`src/rtl/gpio_sect_pkg.sv`:
```
package gpio_sect_pkg;
  localparam int unsigned NUM_SECT = 4;
  localparam int unsigned SECT_W   = 8;
  localparam int unsigned OFF_W    = 6;
  localparam int unsigned DATA_W   = 32;
  localparam int unsigned SEL_W    = $clog2(NUM_SECT);
  localparam int unsigned ADDR_W   = SEL_W + OFF_W;
  localparam int unsigned NUM_PINS = NUM_SECT * SECT_W;

  localparam logic [OFF_W-1:0] OFF_MSTAT = 6'h00;
  localparam logic [OFF_W-1:0] OFF_STAT  = 6'h04;
  localparam logic [OFF_W-1:0] OFF_MSET  = 6'h08;
  localparam logic [OFF_W-1:0] OFF_MCLR  = 6'h0C;
  localparam logic [OFF_W-1:0] OFF_DIR   = 6'h10;
  localparam logic [OFF_W-1:0] OFF_OUT   = 6'h14;
  localparam logic [OFF_W-1:0] OFF_IN    = 6'h18;
  localparam logic [OFF_W-1:0] OFF_TYPE  = 6'h20;
endpackage

```
`src/rtl/gpio_sect_sync.sv`:
```
module gpio_sect_sync #(
  parameter int unsigned W = 8
) (
  input  logic         clk_i,
  input  logic         rst_ni,
  input  logic [W-1:0] d_i,
  output logic [W-1:0] q_o
);
  logic [W-1:0] s1_q, s2_q;

  always_ff @(posedge clk_i or negedge rst_ni) begin
    if (!rst_ni) begin
      s1_q <= '0;
      s2_q <= '0;
    end else begin
      s1_q <= d_i;
      s2_q <= s1_q;
    end
  end

  assign q_o = s2_q;
endmodule

```
`src/rtl/gpio_sect_evt.sv`:
```
module gpio_sect_evt #(
  parameter int unsigned W = 8
) (
  input  logic         clk_i,
  input  logic         rst_ni,
  input  logic [W-1:0] lvl_i,
  input  logic [W-1:0] level_mode_i,
  input  logic [W-1:0] clr_i,
  output logic [W-1:0] pend_o
);
  logic [W-1:0] prev_q, pend_q, set_w;

  for (genvar b = 0; b < W; b++) begin : g_bit
    assign set_w[b] = level_mode_i[b] ? lvl_i[b] : (lvl_i[b] & ~prev_q[b]);
  end

  // a new event wins over a clear in the same cycle
  always_ff @(posedge clk_i or negedge rst_ni) begin
    if (!rst_ni) begin
      prev_q <= '0;
      pend_q <= '0;
    end else begin
      prev_q <= lvl_i;
      pend_q <= (pend_q & ~clr_i) | set_w;
    end
  end

  assign pend_o = pend_q;
endmodule

```
`src/rtl/gpio_sect_bank.sv`:
```
module gpio_sect_bank
  import gpio_sect_pkg::*;
#(
  parameter int unsigned W = SECT_W
) (
  input  logic             clk_i,
  input  logic             rst_ni,
  input  logic             wr_i,
  input  logic [OFF_W-1:0] off_i,
  input  logic [W-1:0]     wdata_i,
  input  logic [W-1:0]     pin_i,
  output logic [W-1:0]     rdata_o,
  output logic [W-1:0]     out_o,
  output logic [W-1:0]     oe_o,
  output logic             irq_o
);
  logic [W-1:0] dir_q, out_q, mask_q, type_q;
  logic [W-1:0] sync_w, pend_w, clr_w;

  gpio_sect_sync #(.W(W)) u_sync (
    .clk_i (clk_i),
    .rst_ni(rst_ni),
    .d_i   (pin_i),
    .q_o   (sync_w)
  );

  assign clr_w = (wr_i && off_i == OFF_STAT) ? wdata_i : '0;

  gpio_sect_evt #(.W(W)) u_evt (
    .clk_i       (clk_i),
    .rst_ni      (rst_ni),
    .lvl_i       (sync_w),
    .level_mode_i(type_q),
    .clr_i       (clr_w),
    .pend_o      (pend_w)
  );

  always_ff @(posedge clk_i or negedge rst_ni) begin
    if (!rst_ni) begin
      dir_q  <= '1;
      out_q  <= '0;
      mask_q <= '1;
      type_q <= '0;
    end else if (wr_i) begin
      unique case (off_i)
        OFF_MSET: mask_q <= mask_q | wdata_i;
        OFF_MCLR: mask_q <= mask_q & ~wdata_i;
        OFF_DIR:  dir_q  <= wdata_i;
        OFF_OUT:  out_q  <= wdata_i;
        OFF_TYPE: type_q <= type_q | wdata_i;
        default:  ;
      endcase
    end
  end

  always_comb begin
    unique case (off_i)
      OFF_MSTAT: rdata_o = pend_w & ~mask_q;
      OFF_STAT:  rdata_o = pend_w;
      OFF_MSET:  rdata_o = mask_q;
      OFF_DIR:   rdata_o = dir_q;
      OFF_OUT:   rdata_o = out_q;
      OFF_IN:    rdata_o = sync_w;
      OFF_TYPE:  rdata_o = type_q;
      default:   rdata_o = '0;
    endcase
  end

  assign out_o = out_q;
  assign oe_o  = ~dir_q;
  assign irq_o = |(pend_w & ~mask_q);
endmodule

```
`src/rtl/gpio_sect_ctrl.sv`:
```
module gpio_sect_ctrl
  import gpio_sect_pkg::*;
(
  input  logic                clk_i,
  input  logic                rst_ni,
  input  logic                req_i,
  input  logic                we_i,
  input  logic [ADDR_W-1:0]   addr_i,
  input  logic [DATA_W-1:0]   wdata_i,
  output logic [DATA_W-1:0]   rdata_o,
  output logic                ack_o,
  input  logic [NUM_PINS-1:0] pin_i,
  output logic [NUM_PINS-1:0] pin_o,
  output logic [NUM_PINS-1:0] pin_oe_o,
  output logic                irq_o
);
  logic [SEL_W-1:0]  sel_w;
  logic [OFF_W-1:0]  off_w;
  logic [SECT_W-1:0] bank_rd [NUM_SECT];
  logic [NUM_SECT-1:0] bank_irq;
  logic [DATA_W-1:0] rdata_q;
  logic              ack_q;

  assign sel_w = addr_i[ADDR_W-1:OFF_W];
  assign off_w = addr_i[OFF_W-1:0];

  for (genvar s = 0; s < NUM_SECT; s++) begin : g_bank
    logic wr_w;
    assign wr_w = req_i && we_i && (sel_w == SEL_W'(s));

    gpio_sect_bank #(.W(SECT_W)) u_bank (
      .clk_i  (clk_i),
      .rst_ni (rst_ni),
      .wr_i   (wr_w),
      .off_i  (off_w),
      .wdata_i(wdata_i[SECT_W-1:0]),
      .pin_i  (pin_i[s*SECT_W +: SECT_W]),
      .rdata_o(bank_rd[s]),
      .out_o  (pin_o[s*SECT_W +: SECT_W]),
      .oe_o   (pin_oe_o[s*SECT_W +: SECT_W]),
      .irq_o  (bank_irq[s])
    );
  end

  always_ff @(posedge clk_i or negedge rst_ni) begin
    if (!rst_ni) begin
      rdata_q <= '0;
      ack_q   <= 1'b0;
    end else begin
      ack_q <= req_i && !we_i;
      if (req_i && !we_i) rdata_q <= {{(DATA_W-SECT_W){1'b0}}, bank_rd[sel_w]};
    end
  end

  assign rdata_o = rdata_q;
  assign ack_o   = ack_q;
  assign irq_o   = |bank_irq;
endmodule

```
`config.mk`:
```
export PLATFORM = sky130hd
export DESIGN_NAME = gpio_sect_ctrl
export DESIGN_NICKNAME = d
export VERILOG_FILES = /design/src/rtl/gpio_sect_pkg.sv /design/src/rtl/gpio_sect_sync.sv /design/src/rtl/gpio_sect_evt.sv /design/src/rtl/gpio_sect_bank.sv /design/src/rtl/gpio_sect_ctrl.sv
export SDC_FILE = /design/constraint.sdc
export NUM_CORES = 1
export LEC_CHECK = 0
export BUFFER_PORTS_ARGS = -buffer_cell sky130_fd_sc_hd__buf_2
export CORE_MARGIN = 2
export CORE_UTILIZATION = 55
export CTS_CLUSTER_DIAMETER = 100
export DETAILED_ROUTE_END_ITERATION = 8
export PLACE_DENSITY = 0.83
export SKIP_CTS_REPAIR_TIMING = 1
export SYNTH_ARGS = -nofsm -noshare
export SYNTH_HDL_FRONTEND = slang
export SYNTH_HIERARCHICAL = 1
export SYNTH_SLANG_ARGS = --single-unit
```
`constraint.sdc`:
```
create_clock -name clk_i -period 2 [get_ports clk_i]
set_clock_uncertainty 0.05 [all_clocks]
set_input_delay 0.1 -clock clk_i [delete_from_list [all_inputs] [get_ports clk_i]]
set_output_delay 0.1 -clock clk_i [all_outputs]
set_load 0.005 [all_outputs]
```
==> flow_summary.json <==
{
  "finalCriticalPeriod_ns": 2.62,
  "wl_per_cell_um": 21.5,
  "initial_core_util": 0.557,
  "relSlewSlack": 0.601,
  "hold_ws_ns": -0.0146,
  "place_inst": 1515,
  "syn_avg_cell_area_um2": 11.7,
  "layoutNonFillerInstCount": 1602,
  "grt_max_degree": 83,
  "period_share": 1.31,
  "start_kind": "register",
  "portBuffers": 125,
  "cp_cell_sequence": "o22ai_1, or4_4, or4_4, buf_2",
  "drv_slew": 0,
  "drv_cap": 0,
  "synth_seq_area_share": 0.535,
  "syn_area_um2": 12500,
  "yosysUniqueCellTypes": 37,
  "run_status": "complete, but fails checks",
  "setup-tns-final_ns": -4.69,
  "synth-edff-count": 0,
  "cts_root_buffer": "clkbuf_16",
  "detail_route.wirelength_um": 34500,
  "rows": 55,
  "drc": 0,
  "rsz0062_at_grt": "true",
  "yosys_warnings": 6,
  "critPathSlowestCell": "or4_4",
  "ir_worst_vdd_uv": 742,
  "finalPower_mw": 12.0,
  "post-dp-hpwl_um": 23200,
  "die_x_um": 155,
  "clockBufferDepth": 3,
  "firstDrtPassIters": 6,
  "placed_cell_area_um2": 14000,
  "required_ns": 1.85,
  "clock-sinks": 265,
  "track_usage": 0.284,
  "ant_nets": 0,
  "dieArea_um2": 24000,
  "violations": "hold timing, setup timing",
  "fin_area_um2": 15400,
  "synthCells": 1070,
  "grt_pass1_wl_um": 52800,
  "pre_cts_slack_ns": -0.287,
  "core_um2": 22500,
  "first_iter_violations": 864,
  "drive_above_1_share": 0.333,
  "async_reset_ff_frac": 1.00,
  "viasPerCell": 5.84,
  "critical_path.endpoint_type": "output port",
  "worstHoldPathType": "in2async",
  "overflow": 0,
  "die_h_um": 155,
  "slowest_delay_ns": 0.59,
  "syn2layout_area_growth_pct": 23.1,
  "synth_seq_cells": 265,
  "finalSetupViolations": 25,
  "fmax_mhz": 382,
  "nets": 1371,
  "cts_tree": "yes",
  "insertedDiodeCount": 0,
  "cellLeakagePower_nw": 7.47,
  "powerDensity_nw_per_um2": 777,
  "cp_max_fo": 3,
  "cpMostUsedCell": "or4_4",
  "vias": 9362,
  "worst_slack_ns": -0.616,
  "cts_buffers": 28,
  "ios": 174,
  "routabilityCongestion": 0.914,
  "htreeDepth": 1,
  "grt_pass1_vias": 9339,
  "critPathArrivalTime_ns": 2.47,
  "clk_pin_slew_worst_paths_ns": 0.06,
  "synth-main-ff-cell": "dfrtp_1",
  "hold_viol_final": 34,
  "worst_pin_slew_ns": 0.599,
  "crit_type": "reg2out",
  "fin_util": 0.685,
  "clock_latency_ns": 0.55,
  "antenna_found_initial": 1
}
path summary, 6_finish.rpt:
check | depth (start not counted) | slack, ns | start | to
setup / recovery | 4 | -0.62 | register | irq_o
hold / removal | 2 | -0.01 | rst_ni | g_bank[3].u_bank/u_sync/s1_q[7]
setup reg to reg | 5 | 0.03 | register | rdata_o[6]
hold reg to reg | 0 | 0.30 | g_bank[2].u_bank/u_sync/s1_q[3] | g_bank[2].u_bank/u_sync/q_o[3]
max in group asynchronous | 3 | 1.15 | rst_ni | g_bank[1].u_bank/dir_q[3]
min in group clk_i | 3 | -0.01 | addr_i[2] | register
cells in the final DEF (no fill, tap or decap), types with 14 or more instances in the layout:
cell type,count
inv_1,101
a22o_1,32
and2_1,32
nor2b_1,45
nand2b_1,63
a2bb2oi_1,14
mux2_4,40
mux2i_1,43
dfrtp_1,201
o22ai_1,16
dfstp_2,64
buf_4,95
nand3_1,49
buf_2,123
and3b_1,32
o221ai_1,23
clkbuf_16,29
conb_1,24
mux2_2,32
a22oi_1,16
o21ai_0,45
dlygate4sd3_1,35
a21o_1,32
o31ai_1,32
synthesized netlist by cell type (33+ instances only):
master    number  area share
inv_1        101       0.030
dfstp_2       64        0.13
clkbuf_1      45       0.013
mux2i_1       48       0.038
nor2b_1       45       0.022
dfrtp_1      201        0.40
mux2_4        39       0.047
nand2b_1      64       0.032
mux2_2        33       0.030
nand3_1       49       0.020
o21ai_0       48       0.019
power breakdown:
group          total, mW  internal [mW]  leakage, nW  switching (mW)
Combinational      0.999          0.436         3.94           0.564
Sequential          5.70           5.57         3.07           0.126
Clock               5.29           3.18        0.463            2.11
critical path, delay by kind of cell, from the launching register on:
kind | cells | cell delay [ns]
simple gates | 2 | 1.10
compound gates | 1 | 0.12
flops | 1 | 0.55
buf+inv | 1 | 0.15
logic make-up after synthesis:
| family | count (synthesis) | synth area share |
|---|---|---|
| mux | 128 | 0.129 |
| compound gates | 224 | 0.131 |
| flops | 265 | 0.535 |
| other cells | 1 | 0.000299 |
| buf+inv | 192 | 0.0686 |
| simple gates | 260 | 0.135 |
area by class of cell:
class                           count  area, um2
Sequential cell                   265       6710
Clock inverter                      7       91.3
Multi-Input combinational cell    636       5160
Clock buffer                       45        856
Fill cell                        1616       7080
Inverter                          101        379
Timing Repair Buffer              263       1870
Tap cell                          285        357
metal layers:
metal / track usage / routed length (um) / up-vias / part of all wire
met2: 0.453 / 16500 / 413 / 0.48
met3: 0.0621 / 2630 / 80 / 0.076
met5: 0 / 0 / - / 0
met1: 0.384 / 14200 / 4667 / 0.41
met4: 0.105 / 1140 / 0 / 0.033
li1: - / - / 4202 / -
(Power assumes the default switching activity.)
